[src/rtl/usbh_sched_pkg.sv]
package usbh_sched_pkg;

    localparam int NUM_PIPES = 10;
    localparam int PIPE_W    = $clog2(NUM_PIPES);
    localparam int ORDER_LEN = 6;
    localparam int IDX_W     = $clog2(ORDER_LEN);
    localparam logic [IDX_W-1:0] IDX_LAST = IDX_W'(ORDER_LEN - 1);

    typedef enum logic [1:0] {
        PT_CTRL = 2'd0,
        PT_ISO  = 2'd1,
        PT_BULK = 2'd2,
        PT_INTR = 2'd3
    } ptype_e;

    typedef enum logic [2:0] {
        TK_SETUP   = 3'd0,
        TK_IN      = 3'd1,
        TK_OUT     = 3'd2,
        TK_ISO_IN  = 3'd3,
        TK_ISO_OUT = 3'd4
    } kind_e;

    typedef enum logic [2:0] {
        ST_SUSP,
        ST_IDLE,
        ST_PER,
        ST_SETUP,
        ST_BULK,
        ST_WAIT
    } state_e;

    typedef struct packed {
        logic              ok;
        logic [PIPE_W-1:0] pipe;
        kind_e             kind;
    } cand_t;

    // pipe visited at a given step of the periodic pass
    function automatic logic [PIPE_W-1:0] per_order(input logic [IDX_W-1:0] idx);
        logic [PIPE_W-1:0] p;
        case (idx)
            3'd0:    p = PIPE_W'(1);
            3'd1:    p = PIPE_W'(2);
            3'd2:    p = PIPE_W'(6);
            3'd3:    p = PIPE_W'(7);
            3'd4:    p = PIPE_W'(8);
            default: p = PIPE_W'(9);
        endcase
        return p;
    endfunction

endpackage

[src/rtl/usbh_pipe_elig.sv]
module usbh_pipe_elig
    import usbh_sched_pkg::*;
(
    input  logic [2*NUM_PIPES-1:0]   pipe_type,
    input  logic [NUM_PIPES-1:0]     pipe_dir_in,
    input  logic [NUM_PIPES-1:0]     pipe_pid_buf,
    input  logic [NUM_PIPES-1:0]     pipe_rx_room,
    input  logic [NUM_PIPES-1:0]     pipe_tx_data,
    input  logic [NUM_PIPES-1:0]     pipe_due,
    output logic [NUM_PIPES-1:0]     per_ok,
    output logic [NUM_PIPES-1:0]     blk_ok,
    output logic [NUM_PIPES-1:0][2:0] pipe_kind
);
    for (genvar i = 0; i < NUM_PIPES; i++) begin : g_pipe
        ptype_e ty;
        logic   buf_ready;
        assign ty        = ptype_e'(pipe_type[2*i +: 2]);
        assign buf_ready = pipe_dir_in[i] ? pipe_rx_room[i] : pipe_tx_data[i];

        always_comb begin
            per_ok[i] = 1'b0;
            blk_ok[i] = 1'b0;
            case (ty)
                PT_ISO:  per_ok[i] = pipe_pid_buf[i] & pipe_due[i];
                PT_INTR: per_ok[i] = pipe_pid_buf[i] & pipe_due[i] & buf_ready;
                default: blk_ok[i] = pipe_pid_buf[i] & buf_ready;
            endcase
            if (ty == PT_ISO)
                pipe_kind[i] = pipe_dir_in[i] ? TK_ISO_IN : TK_ISO_OUT;
            else
                pipe_kind[i] = pipe_dir_in[i] ? TK_IN : TK_OUT;
        end
    end
endmodule

[src/rtl/usbh_pipe_pick.sv]
module usbh_pipe_pick
    import usbh_sched_pkg::*;
(
    input  state_e                    phase,
    input  logic [IDX_W-1:0]          idx,
    input  logic [NUM_PIPES-1:0]      per_ok,
    input  logic [NUM_PIPES-1:0]      blk_ok,
    input  logic [NUM_PIPES-1:0][2:0] pipe_kind,
    input  logic                      setup_req,
    output cand_t                     cand
);
    always_comb begin
        cand.ok   = 1'b0;
        cand.pipe = '0;
        cand.kind = TK_SETUP;
        case (phase)
            ST_PER: begin
                cand.pipe = per_order(idx);
                cand.ok   = per_ok[cand.pipe];
                cand.kind = kind_e'(pipe_kind[cand.pipe]);
            end
            ST_SETUP: begin
                cand.ok   = setup_req;
            end
            ST_BULK: begin
                cand.pipe = PIPE_W'(idx);
                cand.ok   = blk_ok[cand.pipe];
                cand.kind = kind_e'(pipe_kind[cand.pipe]);
            end
            default: ;
        endcase
    end
endmodule

[src/rtl/usbh_pipe_sched.sv]
module usbh_pipe_sched
    import usbh_sched_pkg::*;
(
    input  logic                   clk,
    input  logic                   rst,
    input  logic                   host_en,
    input  logic                   sof_tick,
    input  logic                   frame_ok,
    input  logic [2*NUM_PIPES-1:0] pipe_type,
    input  logic [NUM_PIPES-1:0]   pipe_dir_in,
    input  logic [NUM_PIPES-1:0]   pipe_pid_buf,
    input  logic [NUM_PIPES-1:0]   pipe_rx_room,
    input  logic [NUM_PIPES-1:0]   pipe_tx_data,
    input  logic [NUM_PIPES-1:0]   pipe_due,
    input  logic                   setup_req,
    input  logic                   txn_done,
    output logic                   sof_out,
    output logic                   txn_valid,
    output logic [PIPE_W-1:0]      txn_pipe,
    output logic [2:0]             txn_kind,
    output logic                   suspended
);
    state_e                    state, ret, ph, adv_state;
    logic [IDX_W-1:0]          idx, adv_idx;
    logic                      found, adv_found, sof_pend, sof_evt;
    logic [NUM_PIPES-1:0]      per_ok, blk_ok;
    logic [NUM_PIPES-1:0][2:0] pipe_kind;
    cand_t                     cand;

    usbh_pipe_elig u_elig (
        .pipe_type    (pipe_type),
        .pipe_dir_in  (pipe_dir_in),
        .pipe_pid_buf (pipe_pid_buf),
        .pipe_rx_room (pipe_rx_room),
        .pipe_tx_data (pipe_tx_data),
        .pipe_due     (pipe_due),
        .per_ok       (per_ok),
        .blk_ok       (blk_ok),
        .pipe_kind    (pipe_kind)
    );

    usbh_pipe_pick u_pick (
        .phase     (state),
        .idx       (idx),
        .per_ok    (per_ok),
        .blk_ok    (blk_ok),
        .pipe_kind (pipe_kind),
        .setup_req (setup_req),
        .cand      (cand)
    );

    // phase being scanned, including while a request is outstanding
    assign ph = (state == ST_WAIT) ? ret : state;

    // next scan position after the current pipe is finished or skipped
    always_comb begin
        adv_state = ph;
        adv_idx   = idx + 1'b1;
        adv_found = found;
        case (ph)
            ST_PER: if (idx == IDX_LAST) begin
                adv_state = ST_SETUP;
                adv_idx   = '0;
            end
            ST_SETUP: begin
                adv_state = ST_BULK;
                adv_idx   = '0;
                adv_found = 1'b0;
            end
            ST_BULK: if (idx == IDX_LAST) begin
                adv_state = found ? ST_BULK : ST_IDLE;
                adv_idx   = '0;
                adv_found = 1'b0;
            end
            default: begin
                adv_state = ST_IDLE;
                adv_idx   = '0;
            end
        endcase
    end

    assign sof_evt   = (sof_tick | sof_pend) && state != ST_SUSP && state != ST_WAIT;
    assign suspended = (state == ST_SUSP);

    always_ff @(posedge clk) begin
        if (rst) begin
            state     <= ST_SUSP;
            ret       <= ST_IDLE;
            idx       <= '0;
            found     <= 1'b0;
            sof_pend  <= 1'b0;
            sof_out   <= 1'b0;
            txn_valid <= 1'b0;
            txn_pipe  <= '0;
            txn_kind  <= TK_SETUP;
        end else begin
            sof_out <= 1'b0;
            if (state == ST_SUSP) begin
                sof_pend <= 1'b0;
                if (host_en) state <= ST_IDLE;
            end else if (sof_evt) begin
                sof_out  <= 1'b1;
                sof_pend <= 1'b0;
                state    <= host_en ? ST_PER : ST_SUSP;
                idx      <= '0;
                found    <= 1'b0;
            end else begin
                if (sof_tick) sof_pend <= 1'b1;
                case (state)
                    ST_PER, ST_SETUP, ST_BULK: begin
                        if (!frame_ok) begin
                            state <= ST_IDLE;
                        end else if (cand.ok) begin
                            txn_valid <= 1'b1;
                            txn_pipe  <= cand.pipe;
                            txn_kind  <= cand.kind;
                            ret       <= state;
                            state     <= ST_WAIT;
                            if (state == ST_BULK) found <= 1'b1;
                        end else begin
                            state <= adv_state;
                            idx   <= adv_idx;
                            found <= adv_found;
                        end
                    end
                    ST_WAIT: if (txn_done) begin
                        txn_valid <= 1'b0;
                        state     <= adv_state;
                        idx       <= adv_idx;
                        found     <= adv_found;
                    end
                    default: ;
                endcase
            end
        end
    end
endmodule

[config.mk]
export PLATFORM = sky130hd
export DESIGN_NAME = usbh_pipe_sched
export DESIGN_NICKNAME = d
export VERILOG_FILES = /design/src/rtl/usbh_sched_pkg.sv /design/src/rtl/usbh_pipe_elig.sv /design/src/rtl/usbh_pipe_pick.sv /design/src/rtl/usbh_pipe_sched.sv
export SDC_FILE = /design/constraint.sdc
export NUM_CORES = 1
export LEC_CHECK = 0
export BUFFER_PORTS_ARGS = -buffer_cell sky130_fd_sc_hd__buf_2
export CORE_MARGIN = 2
export CORE_UTILIZATION = 56
export DETAILED_ROUTE_END_ITERATION = 10
export MAX_ROUTING_LAYER = met4
export PLACE_DENSITY = 0.87
export SLEW_MARGIN = 15
export SYNTH_ARGS = -nofsm -noshare
export SYNTH_HDL_FRONTEND = slang
export SYNTH_HIERARCHICAL = 1
export SYNTH_SLANG_ARGS = --single-unit
[constraint.sdc]
create_clock -name clk -period 3.88 [get_ports clk]
set_input_delay 0.582 -clock clk [delete_from_list [all_inputs] [get_ports clk]]
set_output_delay 0.582 -clock clk [all_outputs]
set_load 0.02 [all_outputs]
== Yosys cells after proc, flatten, opt, wreduce, memory -nomap -nowiden ==
Index checks and enable logic that the tools add are counted.

* Output and inout port bits: 10
* Bits of input ports: 77
* Bits in registers: 20

* $lt $le $gt $ge: 2
* Equality and inequality tests: 42
* Bitwise logic cells: 31
* Reductions and logical operators: 25
* Add/subtract/negate cells: 1
* Mux-type cells: 103

{| class="wikitable"
|+ Operators by type and width
! operator !! count
|-
| $mux W3 || 38
|-
| $mux W1 || 30
|-
| $and A1 B1 Y1 || 28
|-
| $pmux W1 S2 || 13
|-
| $mux W2 || 11
|-
| $eq A2 B1 Y1 const B || 10
|-
| $eq A2 B2 Y1 const B || 10
|-
| $pmux W4 S5 || 1
|-
| $reduce_or A2 Y1 || 10
|-
| $eq A3 B2 Y1 const B || 6
|-
| $eq A3 B3 Y1 const B || 5
|-
| $reduce_and A5 Y1 || 3
|-
| $pmux W7 S2 || 1
|-
| $bmux W3 S4 || 1
|-
| $ne A3 B3 Y1 const B || 4
|-
| $pmux W3 S2 || 2
|-
| $bmux W3 S3 || 1
|-
| $pmux W3 S3 || 1
|-
| $ne A2 B2 Y1 const B || 4
|-
| $ne A4 B4 Y1 const B || 2
|-
| $logic_not A3 Y1 || 2
|-
| $reduce_and A6 Y1 || 1
|-
| $reduce_bool A3 Y1 || 2
|-
| $reduce_or A3 Y1 || 2
|-
| other kinds (14) || 16
|}

== Depth between registers and ports, before layout ==
Gate-level depths: netlist of run 1.

* Depth in word-level cells: 11
* Depth in mapped cells: 12
* Mapped depth without buffers: 11

== Hierarchy ==
Netlist of run 1, hierarchy kept.

{| class="wikitable"
|+ Modules (own cells, without submodules)
! module !! cells each !! seq. area each (µm²) !! instances !! area an instance (µm²)
|-
| usbh_pipe_sched || 156 || 400.4 || 1 || 1358.8
|-
| usbh_pipe_elig || 80 || 0.0 || 1 || 625.6
|-
| usbh_pipe_pick || 61 || 0.0 || 1 || 609.3
|}

== Least setup slack after synthesis of run 1 ==
OpenSTA, ideal clock, no wires.

* Kind: in2reg
* From: in pipe_dir_in[5]
* To: reg state[0]
* Stages on the path: 11
* Path slack: 1176 ps
* Data arrival time: 2563 ps
* Path buffers: 1
* Cell sequence: mux2i_1 -> nor3b_2 -> mux4_1 -> a22oi_2 -> nand3_1 -> buf_2 -> nand2b_1 -> o32ai_1 -> a22oi_1 -> a211oi_1 -> a221oi_2

{| class="wikitable"
|+ RTL lines
! item !! RTL line !! text
|-
| start: declaration || usbh_pipe_sched.sv:10 || <nowiki>input logic [NUM_PIPES-1:0] pipe_dir_in,</nowiki>
|-
| end signal: assignment || usbh_pipe_sched.sv:104 || <nowiki>state <= host_en ? ST_PER : ST_SUSP;</nowiki>
|-
| end signal: assignment || usbh_pipe_sched.sv:121 || <nowiki>state <= adv_state;</nowiki>
|-
| end signal: assignment || usbh_pipe_sched.sv:128 || <nowiki>state <= adv_state;</nowiki>
|-
| end: declaration || usbh_pipe_sched.sv:23 || <nowiki>state_e state, ret, ph, adv_state;</nowiki>
|}

==> summary.md, run 1 <==
| Metric | Value |
|---|---|
| Req. time, crit path | `4.02 ns` |
| R2r startpoint | `idx[0]` |
| Net count after synthesis | `374` |
| Crit. End Element | `flip-flop` |
| Max Cap Violations | `0` |
| Hold path depth | `2` |
| Horiz. Die Dim | `71.20 microns` |
| Critical Path Max Stage Delay | `0.52 ns` |
| Max Slew Vio Count | `0` |
| Flop-to-flop setup slack | `0.98 ns` |
| Peak VDD IR | `0.0001470 V` |
| Routed WL per cell | `14.89 microns` |
| Largest net degree at the start of global routing | `25` |
| CORE AREA | `4354 sq um` |
| Tot GR Track Use | `24.43%` |
| Vias in the first global route | `2195` |
| Final worst slack | `0.8347 ns` |
| Worst hold endpoint | `txn_valid` |
| Num rows | `24` |
| GPL Wtd Cong | `0.9506` |
| Final net count | `440` |
| IO Count | `87` |
| Actual slew at the worst max-slew pin | `0.5778 ns` |
| Count of final hold-check violations | `0` |
| Worst reg2reg path depth | `10` |
| Syn Inst Count | `287` |
| Vias | `2397` |
| CTS sink count | `20` |
| Place WS | `0.6272 ns` |
| Hold crit path type | `reg -> reg` |
| Clock Skew | `0.008547 ns` |
| Detailed Route WL | `6.014 mm` |
| Worst Setup Path Type | `in -> reg` |
| Fill cell count | `353` |
| Clk root buf | `clkbuf_8` |
| Worst-path fanout max | `8` |
| F_max | `328.4 MHz` |
| ANT cells | `0` |
| CTS Buffer Depth | `2` |
| PwrDens | `199.0 nW/um^2` |
| Crit path cell chain | `buf_2 -> mux2i_1 -> a21oi_1 -> mux4_1 -> nor2_1 -> a211o_1 -> nand3_1 -> nand2b_1 -> o32ai_1 -> a22oi_1 -> a211oi_1 -> a221oi_2` |
| Yosys warns | `6` |
| Period minus WS final | `3.045 ns` |
| CTS Hold Bufs | `0` |
| Final HPWL from detailed placement | `4.726 mm` |
| Resize count post-CTS | `0` |
| Via/cell ratio | `5.933` |
| Setup TNS | `0 ns` |
| Die ar. | `5069 sq um` |
| CTS clk-pin slew, worst paths | `0.08 ns` |
| RSZ-0062 raised after global routing | `false` |
| Relative max-transition margin | `61.46%` |
| Global-route wire length before repair | `9.832 mm` |
| R2r endpoint | `state[0]` |
| Final period util | `78.49%` |
| IO buf count | `82` |
| Number of H-tree levels | `1` |
| TritonCTS Buffers | `3` |
| Final Setup Violations | `0` |
| Antenna Violating Nets Remaining | `0` |
| Total power | `0.5800 mW` |
| Share of cells above drive strength 1 | `38.07%` |
| Drt drc | `0` |
| P&R area growth vs syn | `15.24%` |
| Initial Utilization | `58.07%` |
| Chip Height | `71.20 microns` |
| TritonRoute pass-1 iters | `5` |
| Iter 0 DRT Violations | `188` |
| Hold Crit Start | `txn_valid` |
| Setup bufs post-CTS | `0` |
| Status | `finished, final reports clean` |
| Mean Syn Cell Area | `8.811 sq um` |
| Mapped cell area | `2529 sq um` |
| Critical Path Start Type | `primary input` |
| Overflow after GRT | `0` |
| Crit path arrival time | `3.18 ns` |
| CTS tree | `done` |
| Initial antenna violation count | `0` |
| Crit-path slowest cell | `mux4_1` |
| Lkg Pwr | `1.351 nW` |
| Clock Latency Late Sink | `0.26 ns` |
[registers in the layout, indices dropped and copies added (netlist names)]
| register | cells |
|---|---|
| idx | 3 |
| txn_kind | 3 |
| sof_out | 1 |
| state | 3 |
| txn_valid | 1 |
| sof_pend | 1 |
| ret | 3 |
| found | 1 |
| txn_pipe | 4 |
[final cells by class]
| class | count | area, sq um | area share (%) |
|---|---|---|---|
| Multi-Input combinational cell | 223 | 1858 | 63.76 |
| Timing Repair Buffer | 88 | 455.4 | 15.63 |
| Sequential cell | 20 | 400.4 | 13.74 |
| Tap cell | 52 | 65.06 | 2.233 |
| Inverter | 17 | 63.81 | 2.190 |
| Clock buffer | 3 | 41.29 | 1.417 |
| Clock inverter | 1 | 30.03 | 1.030 |
[placed cells by master, fill, tap and decap left out, types with 2 or more instances in the layout]
cell type   n
buf_4       6
nor2b_1    13
nor4_1      2
a31o_2      3
a21oi_2     2
nand3_1     7
mux2i_1    22
o21ai_0    12
a22oi_1     5
dfxtp_1    20
o211ai_1    2
a22oi_2     2
nand2_1    16
inv_1      16
a31oi_1     3
nor2_4      2
o21ai_1     5
mux4_1      8
xnor2_1     2
o211a_1     2
clkbuf_8    3
a21oi_1    17
nor3b_2    10
nor2_1     29
buf_2      82
ha_1       10
a221oi_2    2
nor3b_1     3
nor2_2      4
mux4_2      4
a21o_1      2
[worst max-delay path, delay by kind of cell]
kind | cells | cell delay [ns]
AO/OA/AOI/OAI | 6 | 0.97
multiplexers | 2 | 0.83
buffers and inverters | 1 | 0.13
AND/OR/NAND/NOR | 3 | 0.67
[how the worst max path moves through the flow]
stage                        start       end  slack (ns)
CTS                 pipe_dir_in[6]  state[0]        0.89
floorplan           pipe_dir_in[6]  state[0]        1.19
detailed placement  pipe_dir_in[6]  state[0]        0.63
global placement    pipe_dir_in[6]  state[0]        0.68
finish              pipe_dir_in[2]  state[0]        0.83
global route        pipe_dir_in[2]  state[0]        0.71
[power breakdown]
group	switching (mW)	internal, mW	leakage (nW)
registers	0.00187	0.207	0.161
logic	0.0808	0.0779	1.15
clock network	0.0745	0.138	0.0357
total	0.157	0.423	1.35
[through the flow]
| step | cell area [sq um] | util, % | hold WS, ns | std cells |
|---|---|---|---|---|
| final | 2914 | 66.93 | 0.4919 | 404 |
| after global routing | 2914 | 66.93 | 0.5156 | 404 |
| after global placement | 2843 | 65.29 | 0.4760 | 400 |
| after detailed placement | 2843 | 65.29 | 0.4810 | 400 |
| after floorplan | 2529 | - | 0.5026 | 287 |
| after CTS | 2914 | 66.93 | 0.4939 | 404 |
[metal layers]
metal | GRT usage [%] | up-vias | share of wire [%]
li1 | - | 1189 | -
met1 | 27.40 | 1109 | 41
met2 | 45.68 | 91 | 53
met3 | 3.419 | 8 | 4.9
met4 | 5.031 | 0 | 1.4
met5 | - | - | 0
(Power assumes the default switching activity.)
==> run 2, diff against run 1 <==
- ABC_AREA: not set -> 1
- CORE_UTILIZATION: 56 -> 47
- PLACE_DENSITY: 0.87 -> 0.78
- clock period: 3.88 -> 2.5 ns (I/O delays scaled with it)
==> run 2 against run 1 <==
  * Register-to-register slack got worse by 0.64 ns
  * Wire length increased by 0.28%
  * Global-route usage decreased by 3.4 points
  * Sequential cell count unchanged
  * Count of clock-buffer cells in the layout unchanged
  * Hold slack got worse by 0.10 ns
  * Largest power group is now combinational logic
  * Highest routed layer unchanged
==> summary.md, run 2 <==
| Metric | Value |
|---|---|
| Status | `finished, final reports clean` |
| Setup bufs post-CTS | `0` |
| Period minus WS final | `2.158 ns` |
| Tot GR Track Use | `21.07%` |
| Critical Path Most Common Cell | `nand2_1` |
| Share of cells above drive strength 1 | `26.27%` |
| Peak VDD IR | `0.0004893 V` |
| Count of final hold-check violations | `0` |
| RSZ-0062 raised after global routing | `false` |
| Drt drc | `0` |
| CTS clk-pin slew, worst paths | `0.08 ns` |
| Crit path arrival time | `2.36 ns` |
| Detailed Route WL | `6.031 mm` |
| Final HPWL from detailed placement | `5.059 mm` |
| Clock Skew | `0.003115 ns` |
| ANT cells | `0` |
| TritonCTS Buffers | `3` |
| Crit path cell chain | `inv_2 -> nand3_1 -> inv_1 -> nand2_1 -> nand2_1 -> inv_1 -> nand2_1 -> nand2_1 -> nand2_1 -> nand3_4 -> nor3_4 -> buf_4 -> o21ai_0 -> nor2_1` |
| Final net count | `621` |
| Critical Path Max Stage Delay | `0.32 ns` |
| IO buf count | `82` |
| F_max | `463.4 MHz` |
| Crit-path slowest cell | `dfxtp_1` |
| Hold_ws | `0.3922 ns` |
| Net count after synthesis | `550` |
| Global-route wire length before repair | `10.51 mm` |
| Top reg by flops | `txn_pipe` |
| CTS tree | `done` |
| Initial Utilization | `49.18%` |
| PwrDens | `468.5 nW/um^2` |
| Max Cap Violations | `0` |
| GPL Wtd Cong | `0.9053` |
| Req. time, crit path | `2.70 ns` |
| Lkg Pwr | `1.775 nW` |
| Number of H-tree levels | `1` |
| Num rows | `26` |
| Syn Inst Count | `463` |
| Actual slew at the worst max-slew pin | `0.4072 ns` |
| Via/cell ratio | `4.773` |
| Setup TNS | `0 ns` |
| IO Count | `87` |
| Horiz. Die Dim | `77.57 microns` |
| Final period util | `86.33%` |
| Mapped cell area | `2544 sq um` |
| Crit. End Element | `flip-flop` |
| Antenna Violating Nets Remaining | `0` |
| Initial antenna violation count | `0` |
| Max Slew Vio Count | `0` |
| Clock power share | `23.2%` |
| Vias in the first global route | `2636` |
| CORE AREA | `5172 sq um` |
| Final Setup Violations | `0` |
| Max reg flops | `4` |
| Critical Path Start Type | `flip-flop` |
| Commonest non-fill, non-tap cell in the layout | `nand2_1` |
| P&R area growth vs syn | `17.41%` |
| Die ar. | `6016 sq um` |
| Sequential share of power | `25.9%` |
| Relative max-transition margin | `72.82%` |
| TritonRoute pass-1 iters | `4` |
| Routed WL per cell | `10.00 microns` |
| Most frequent cells in the layout | `nand2_1, buf_2, inv_1` |
| Vias | `2878` |
| CTS Hold Bufs | `0` |
| Hold crit path type | `in -> reg` |
| Worst Setup Path Type | `reg -> reg` |
| Iter 0 DRT Violations | `145` |
| Switching pwr | `0.5939 mW` |
| Comb power frac | `51.0%` |
| Overflow after GRT | `0` |
| Largest net degree at the start of global routing | `26` |
| Yosys warns | `6` |
| Clock Latency Late Sink | `0.26 ns` |
| Int Power | `0.8054 mW` |
| Sw frac | `42.44%` |
| CTS Buffer Depth | `2` |
| Chip Height | `77.57 microns` |
| Resize count post-CTS | `0` |
| CTS sink count | `20` |
| Clk root buf | `clkbuf_8` |
| Mean Syn Cell Area | `5.494 sq um` |
| Worst-path fanout max | `22` |
run 2: metal layers:
layer	up-vias	wire length (microns)	global-route usage, %
li1	1563	-	-
met1	1252	2622	23.16
met2	58	3149	40.87
met3	5	211	1.512
met4	0	47	5.179
met5	-	0	-
run 2: worst paths after layout:
path,start,end,slack (ns),cells past startpoint
max,idx[0],txn_pipe[2],0.34,14
min,rst,state[2],0.39,2
max reg2reg,idx[0],txn_pipe[2],0.34,14
min reg2reg,txn_valid,txn_valid,0.48,2
run 2: final cells by class:
class / count / area (sq um)
fill: 538 / 2186
sequential: 20 / 400.4
clock buffer: 3 / 41.29
timing repair buffer: 87 / 447.9
tap: 70 / 87.58
multi-input combinational: 338 / 1662
clock inverter: 1 / 30.03
inverter: 84 / 317.8
run 2: power groups by stage:
stage               Sequential [mW]  Combinational, mW  Clock, mW
floorplan                     0.373              0.563          0
global placement              0.368              0.702          0
detailed placement            0.369              0.710          0
CTS                           0.362              0.714      0.331
global route                  0.364              0.814      0.341
finish                        0.362              0.713      0.324
run 2: through the flow:
stage | instances | util, % | total power [mW] | instance area, sq um | setup WS [ns]
floorplan | 463 | - | 0.9352 | 2544 | 0.7871
global placement | 599 | 56.36 | 1.070 | 2915 | 0.3638
detailed placement | 599 | 56.36 | 1.079 | 2915 | 0.3369
CTS | 603 | 57.74 | 1.406 | 2987 | 0.3574
global route | 603 | 57.74 | 1.519 | 2987 | 0.07058
finish | 603 | 57.74 | 1.399 | 2987 | 0.3418
run 2: worst max-delay path, delay by kind of cell, from the launching register on:
family          cells  cell delay, ns
buf+inv             4            0.66
flops               1            0.32
simple gates        9            1.05
compound gates      1            0.07
